[src/rtl/psr_pkg.sv]
package psr_pkg;
  localparam int NFLAG = 6;
  localparam int FC = 0;
  localparam int FZ = 1;
  localparam int FI = 2;
  localparam int FD = 3;
  localparam int FV = 4;
  localparam int FN = 5;

  localparam logic [NFLAG-1:0] FLAG_RST  = 6'b000100;
  // flags that the ALU may write; I and D change only by command, push or pull
  localparam logic [NFLAG-1:0] ALU_FLAGS = 6'b110011;

  typedef enum logic [1:0] {
    SRC_PHP = 2'd0,
    SRC_BRK = 2'd1,
    SRC_IRQ = 2'd2,
    SRC_NMI = 2'd3
  } push_src_e;

  function automatic logic [7:0] pack_flags(input logic [NFLAG-1:0] f,
                                            input logic b5, input logic b4);
    return {f[FN], f[FV], b5, b4, f[FD], f[FI], f[FZ], f[FC]};
  endfunction

  function automatic logic [NFLAG-1:0] unpack_flags(input logic [7:0] b);
    logic [NFLAG-1:0] f;
    f[FC] = b[0];
    f[FZ] = b[1];
    f[FI] = b[2];
    f[FD] = b[3];
    f[FV] = b[6];
    f[FN] = b[7];
    return f;
  endfunction
endpackage

[src/rtl/psr_flag_store.sv]
module psr_flag_store
  import psr_pkg::*;
#(
  parameter int               NF       = NFLAG,
  parameter logic [NF-1:0]    RST_VAL  = FLAG_RST,
  parameter logic [NF-1:0]    ALU_MASK = ALU_FLAGS
) (
  input  logic          clk,
  input  logic          rst,
  input  logic          pull_en,
  input  logic [NF-1:0] pull_val,
  input  logic [NF-1:0] force_set,
  input  logic [NF-1:0] cmd_set,
  input  logic [NF-1:0] cmd_clr,
  input  logic [NF-1:0] upd_en,
  input  logic [NF-1:0] alu_val,
  output logic [NF-1:0] flags
);
  // priority per flag: pull, forced set, set command, clear command, ALU
  for (genvar k = 0; k < NF; k++) begin : g_flag
    always_ff @(posedge clk) begin
      if (rst)                           flags[k] <= RST_VAL[k];
      else if (pull_en)                  flags[k] <= pull_val[k];
      else if (force_set[k])             flags[k] <= 1'b1;
      else if (cmd_set[k])               flags[k] <= 1'b1;
      else if (cmd_clr[k])               flags[k] <= 1'b0;
      else if (ALU_MASK[k] && upd_en[k]) flags[k] <= alu_val[k];
    end
  end

  p_pull_load_r7: assert property (@(posedge clk) disable iff (rst)
    pull_en |=> flags == $past(pull_val));

  p_idle_hold_r2: assert property (@(posedge clk) disable iff (rst)
    (!pull_en && force_set == '0 && cmd_set == '0 && cmd_clr == '0 &&
     (upd_en & ALU_MASK) == '0) |=> $stable(flags));

  p_set_wins_r4: assert property (@(posedge clk) disable iff (rst)
    (!pull_en && cmd_set != '0) |=> (flags & $past(cmd_set)) == $past(cmd_set));

  p_force_set_r12: assert property (@(posedge clk) disable iff (rst)
    (!pull_en && force_set != '0) |=> (flags & $past(force_set)) == $past(force_set));
endmodule

[src/rtl/psr_push_fmt.sv]
module psr_push_fmt
  import psr_pkg::*;
#(
  parameter int NF = NFLAG,
  parameter int BW = 8
) (
  input  logic          clk,
  input  logic          rst,
  input  logic          req,
  input  push_src_e     src,
  input  logic [NF-1:0] flags,
  output logic [BW-1:0] byte_out,
  output logic          valid
);
  logic from_insn;
  assign from_insn = (src == SRC_PHP) || (src == SRC_BRK);

  always_ff @(posedge clk) begin
    if (rst) begin
      valid    <= 1'b0;
      byte_out <= '0;
    end else begin
      valid <= req;
      if (req) byte_out <= pack_flags(flags, 1'b1, from_insn);
    end
  end

  p_push_bit5_r5: assert property (@(posedge clk) disable iff (rst)
    valid |-> byte_out[5]);

  p_push_src_bit_r5: assert property (@(posedge clk) disable iff (rst)
    req |=> (valid && byte_out[4] == ($past(src) inside {SRC_PHP, SRC_BRK})));

  p_push_pulse_r5: assert property (@(posedge clk) disable iff (rst)
    !req |=> !valid);
endmodule

[src/rtl/psr_int_gate.sv]
module psr_int_gate (
  input  logic clk,
  input  logic rst,
  input  logic irq_req,
  input  logic nmi_req,
  input  logic imask,
  output logic irq_acc,
  output logic nmi_acc
);
  always_ff @(posedge clk) begin
    if (rst) begin
      irq_acc <= 1'b0;
      nmi_acc <= 1'b0;
    end else begin
      irq_acc <= irq_req && !imask;
      nmi_acc <= nmi_req;
    end
  end

  p_irq_blocked_r9: assert property (@(posedge clk) disable iff (rst)
    (irq_req && imask) |=> !irq_acc);

  p_irq_open_r9: assert property (@(posedge clk) disable iff (rst)
    (irq_req && !imask) |=> irq_acc);

  p_nmi_pass_r9: assert property (@(posedge clk) disable iff (rst)
    nmi_req |=> nmi_acc);
endmodule

[src/rtl/psr_unit.sv]
module psr_unit
  import psr_pkg::*;
#(
  parameter int         DATA_W     = 8,
  parameter logic       DECIMAL_EN = 1'b1
) (
  input  logic              clk,
  input  logic              rst,
  input  logic [DATA_W-1:0] alu_result,
  input  logic [1:0]        mem_hi,
  input  logic              alu_carry,
  input  logic              alu_ovf,
  input  logic              bit_test,
  input  logic [NFLAG-1:0]  upd_en,
  input  logic [NFLAG-1:0]  cmd_set,
  input  logic [NFLAG-1:0]  cmd_clr,
  input  logic              push_req,
  input  logic [1:0]        push_src,
  input  logic              pull_req,
  input  logic [DATA_W-1:0] pull_byte,
  input  logic              irq_req,
  input  logic              nmi_req,
  output logic [DATA_W-1:0] status,
  output logic              alu_decimal,
  output logic [DATA_W-1:0] push_byte,
  output logic              push_valid,
  output logic              irq_accept,
  output logic              nmi_accept
);
  localparam int MSB = DATA_W - 1;

  push_src_e        src;
  logic [NFLAG-1:0] flags;
  logic [NFLAG-1:0] alu_val;
  logic [NFLAG-1:0] force_set;
  logic [NFLAG-1:0] pull_val;
  logic             unused_pull_bits;

  assign src              = push_src_e'(push_src);
  assign unused_pull_bits = ^pull_byte[5:4];
  assign pull_val         = unpack_flags(pull_byte[7:0]);

  // candidate values from the ALU, one per flag position
  always_comb begin
    alu_val     = '0;
    alu_val[FC] = alu_carry;
    alu_val[FZ] = (alu_result == '0);
    alu_val[FV] = bit_test ? mem_hi[0] : alu_ovf;
    alu_val[FN] = bit_test ? mem_hi[1] : alu_result[MSB];
  end

  always_comb begin
    force_set     = '0;
    force_set[FI] = push_req && (src != SRC_PHP);
  end

  psr_flag_store #(
    .NF       (NFLAG),
    .RST_VAL  (FLAG_RST),
    .ALU_MASK (ALU_FLAGS)
  ) u_store (
    .clk       (clk),
    .rst       (rst),
    .pull_en   (pull_req),
    .pull_val  (pull_val),
    .force_set (force_set),
    .cmd_set   (cmd_set),
    .cmd_clr   (cmd_clr),
    .upd_en    (upd_en),
    .alu_val   (alu_val),
    .flags     (flags)
  );

  psr_push_fmt #(
    .NF (NFLAG),
    .BW (DATA_W)
  ) u_push (
    .clk      (clk),
    .rst      (rst),
    .req      (push_req),
    .src      (src),
    .flags    (flags),
    .byte_out (push_byte),
    .valid    (push_valid)
  );

  psr_int_gate u_gate (
    .clk     (clk),
    .rst     (rst),
    .irq_req (irq_req),
    .nmi_req (nmi_req),
    .imask   (flags[FI]),
    .irq_acc (irq_accept),
    .nmi_acc (nmi_accept)
  );

  assign status = DATA_W'(pack_flags(flags, 1'b0, 1'b0));

  if (DECIMAL_EN) begin : g_dec_on
    assign alu_decimal = flags[FD];
  end else begin : g_dec_off
    assign alu_decimal = 1'b0;
  end

  p_status_gap_r11: assert property (@(posedge clk) disable iff (rst)
    status[5:4] == 2'b00);

  p_decimal_r10: assert property (@(posedge clk) disable iff (rst)
    alu_decimal == (DECIMAL_EN && status[3]));

  p_reset_state_r1: assert property (@(posedge clk)
    rst |=> (status == 8'h04 && !push_valid && !irq_accept && !nmi_accept));
endmodule

[config.mk]
export PLATFORM = sky130hd
export DESIGN_NAME = psr_unit
export DESIGN_NICKNAME = d
export VERILOG_FILES = /design/src/rtl/psr_pkg.sv /design/src/rtl/psr_flag_store.sv /design/src/rtl/psr_push_fmt.sv /design/src/rtl/psr_int_gate.sv /design/src/rtl/psr_unit.sv
export SDC_FILE = /design/constraint.sdc
export NUM_CORES = 1
export LEC_CHECK = 0
export ABC_CLOCK_PERIOD_IN_PS = 1950
export BUFFER_PORTS_ARGS = -buffer_cell sky130_fd_sc_hd__buf_4
export CORE_MARGIN = 5
export CORE_UTILIZATION = 38
export CTS_BUF_LIST = sky130_fd_sc_hd__clkbuf_4 sky130_fd_sc_hd__clkbuf_8 sky130_fd_sc_hd__clkbuf_16
export CTS_CLUSTER_DIAMETER = 200
export DETAILED_ROUTE_END_ITERATION = 6
export PLACE_DENSITY = 0.92
export SLEW_MARGIN = 20
export SYNTH_ARGS = -nofsm -noshare
export SYNTH_HDL_FRONTEND = slang
export SYNTH_SLANG_ARGS = --single-unit
export TNS_END_PERCENT = 5
[constraint.sdc]
create_clock -name clk -period 1.95 [get_ports clk]
set_input_delay 0.195 -clock clk [delete_from_list [all_inputs] [get_ports clk]]
set_output_delay 0.195 -clock clk [all_outputs]
set_load 0.01 [all_outputs]
After elaboration in Yosys (flattened, before gate mapping)
Index checks and enable logic that the tools add are counted.
- bits in registers: 17
- input bits: 47
- word-level logic and storage cells: 49
- output and inout bits: 20
- equal/unequal tests: 1
- reduce and logical (&&, ||, !) cells: 13
- muxes and demuxes: 25
- operators with widths (cell ; count):
    2-to-1 mux 1 bit ; 25
    nonzero test 4 bit ; 5
    zero test 8 bit ; 1
    nonzero test 3 bit ; 1
    == test 2 x 1 -> 1 bit, second input constant ; 1
    logical AND 1 bit ; 2
    zero test 2 bit ; 1
    nonzero test 2 bit ; 1
    zero test 1 bit ; 1
    logical OR 1 bit ; 1

Depth between registers and ports, before layout
- depth after elaboration: 5
- mapped depth: 4
- depth with buffers taken out: 3

Hierarchy
From an unflattened synthesis, not the netlist that was laid out.
- cell total of the unflattened synthesis: 78
- area, all modules: 769.5 um2
- by module, submodules not included (module ; area each (um2) ; instances ; cells an instance):
    psr_flag_store ; 326.6 ; 1 ; 36
    psr_push_fmt ; 309.0 ; 1 ; 28
    psr_unit ; 75.1 ; 1 ; 10
    psr_int_gate ; 58.8 ; 1 ; 4

Worst setup path before layout
No wires, ideal clock.
- path kind: register -> register
- start point: register, netlist name u_store.flags[1]
- end point: register u_store.flags[1]
- cell stages (with the launch flop): 4
- data required time: 1.876 ns
- clock period less this slack: 0.946 ns
- library setup time: 0.074 ns
- data arrival time: 0.872 ns
- path buffers: 0
- setup slack: 1.004 ns
- cells stage by stage: dfxtp_1 -> o21bai_1 -> a221o_1 -> a31oi_1
- RTL lines (element ; line ; text):
    end signal, assigned by index ; psr_flag_store.sv:22 ; if (rst) flags[k] <= RST_VAL[k];
    end signal, assigned by index ; psr_flag_store.sv:23 ; else if (pull_en) flags[k] <= pull_val[k];
    end signal, assigned by index ; psr_flag_store.sv:27 ; else if (ALU_MASK[k] && upd_en[k]) flags[k] <= alu_val[k];
    end, declared ; psr_flag_store.sv:17 ; output logic [NF-1:0] flags

Worst setup path after layout
- start point: register u_store.flags[3]
- end point: output status[3]
- RTL lines (element ; line ; text):
    end, declared ; psr_unit.sv:23 ; output logic [DATA_W-1:0] status,
No word-level cell between the ends.

==> flow_summary.toml <==
[status]
status = "completed"

[finish]
finish.utilization = 0.631
final_cells = 164
syn_to_final_growth_pct = 62.8
final.fill_count = 164
nNetsFinal = 185
drive_gt1_frac = 0.467
diodes = 0
multi_input_area_um2 = 330
regArea_um2 = 340

[grt]
grtUsageTotal = 0.143
grt_pass1_wl_mm = 2.99
antenna_found_initial = 0
grt_max_degree = 18
grt_overflow = 0
grt_pass1_vias = 722

[synthesis]
ys_ff_latch = 17
synth_top_area_cell = "dfxtp_1"
synthCells = 80
synth_seq_area_share = 0.462
ys.flop_type = "dfxtp_1"
synth_edf_count = 0
synthArstFlopShare = 0
synthMostInstantiatedCell = "dfxtp_1"
yosys.cell_types.count = 26
synthTopCellsByCount = "dfxtp_1 (17), nor2_1 (14), mux2i_1 (9)"
avgSynthCellArea_um2 = 9.21
netlist_area_um2 = 737
synth_area_leaders = "dfxtp_1 (46%), mux2i_1 (12%), nor2_1 (7.1%), buf_4 (4.1%), o31a_1 (3.6%)"
yosys_warnings = 0
synth_top_area_share = 0.462

[job]
cap_violations = 0

[route]
routed_wl_mm = 1.96
drc = 0
viasPerCell = 4.71
vias = 772
first_pass_iters = 1
antenna_left = 0
post_drt_wl_per_cell_um = 12.0
dr.first_iter.drc_count = 0

[timing]
drv_slew = 0
fin_setup_tns_ps = 0
final-setup-viol-count = 0
rsz0062_at_grt = "false"
finalHoldViolations = 0
fmax_ghz = 1.01
fin_ws_ps = 956
fin_crit_sh = 0.510
min_period_ps = 994
skew_ps = 2.97

[pwr]
p_per_area_nw_per_um2 = 620
p_leak_uw = 0.000607
ir_drop_uv = 302

[cts]
cts.path.max_buffers = 2
post_cts_buffers = 0
cts-root-buf = "clkbuf_4"
cts-resized-gates = 0
clock-sinks = 17
ctsHoldBuffers = 0
htree_num_levels = 1
tritoncts = "built"
cts-buffers-inserted = 3
path_clk_slew_ps = 90
insertion_delay_ps = 280

[setup_path]
path_buf_inv = 1
cp.depth = 1
crit_slowest_cell = "dfxtp_1"
crit_required_ps = 1750
cp_slowest_stage_delay_ps = 380
crit_start = "u_store.flags[3]$_SDFFE_PP0P_"
r2r_slack_ps = 1000
cp_top_family = "flip-flops"
crit_chain = "buf_4"
reg2regPathDepth = 3
r2r-end = "u_store.flags[1]$_SDFFE_PP0P_"
end_kind = "output pin"
start_kind = "flip-flop"
crit_arrival_ps = 800
worstSetupPathType = "reg -> out"
crit_fanout = 4
crit_end = "status[3]"
timing.rr.start = "u_store.flags[1]$_SDFFE_PP0P_"

[placement]
pre_cts_slack_ps = 984
gp_congestion = 0.595
place_hpwl_mm = 1.64
portBuffers = 60
placedCellCount = 160

[floorplan]
std_cell_rows = 16
chipWidth_um = 54.0
core_um2 = 1900
die_area_um2 = 2920
start_util = 0.388
ios = 67
die_h_um = 54.0

[hold_path]
hp-class = "in -> reg"
==> sequential cells by signal (all words and copies together) (netlist names) <==
register / count
u_gate.irq_acc: 1
u_gate.nmi_acc: 1
u_push.byte_out: 8
u_push.valid: 1
u_store.flags: 6
==> layer usage <==
metal  track usage  wire length (um)  vias up
li1              -                 -      387
met2         0.248               905       46
met5             0                 0        -
met3        0.0443               326        2
met1         0.153               722      337
met4        0.0747                10        0
==> how the worst min path moves through the flow <==
stage | startpoint | end | slack, ps | depth (start not counted)
floorplan | upd_en[1] | u_store.flags[1]$_SDFFE_PP0P_ | 290 | 1
global placement | upd_en[1] | u_store.flags[1]$_SDFFE_PP0P_ | 390 | 2
detailed placement | upd_en[1] | u_store.flags[1]$_SDFFE_PP0P_ | 390 | 2
CTS | upd_en[1] | u_store.flags[1]$_SDFFE_PP0P_ | 80 | 2
global route | upd_en[1] | u_store.flags[1]$_SDFFE_PP0P_ | 80 | 2
finish | upd_en[1] | u_store.flags[1]$_SDFFE_PP0P_ | 100 | 2
==> worst reg2reg max path, stage by stage (launching register included) <==
cell	delay (ps)
dfxtp_1	360
o21bai_1	90
a221o_1	310
a31oi_1	130
==> cell usage in the layout, fill, tap and decap left out, types with 2 or more instances in the layout <==
cell type and count:
a211oi_1 2, buf_4 60, nand2b_1 2, nor2_1 14, inv_1 4, dfxtp_1 17, nor2b_1 3, conb_1 2
a21oi_1 3, mux2i_1 9, o31a_1 3, nor4_1 3, clkbuf_4 4
==> kinds of logic (layout without fill, tap and decap cells) <==
kind of cell	Yosys count	after routing	synth area share
AO/OA/AOI/OAI	14	14	0.138
buffers and inverters	12	68	0.0951
flip-flops	17	17	0.462
multiplexers	9	9	0.122
other	1	2	0.00509
AND/OR/NAND/NOR	27	27	0.178
==> where the power goes <==
group	switching (uW)	internal, uW	total [uW]
sequential	13.2	369	382
combinational	64.1	107	171
clock	97.7	93.2	191
total	175	569	744
==> through the flow <==
| stage | area (um2) | power, uW | hold WS (ps) |
|---|---|---|---|
| 5_1_grt | 1200 | 792 | 76.0 |
| 3_5_place_dp | 1170 | 564 | 393 |
| 3_3_place_gp | 1170 | 558 | 385 |
| 6_report | 1200 | 744 | 98.9 |
| 2_1_floorplan | 741 | 461 | 294 |
| 4_1_cts | 1200 | 757 | 84.2 |
==> layout make-up <==
class | instances | area share
timing repair buffer | 60 | 0.375
clock buffer | 4 | 0.0250
multi-input combinational | 52 | 0.275
inverter | 4 | 0.0125
sequential | 17 | 0.284
tap | 27 | 0.0282
(Power assumes the default switching activity.)
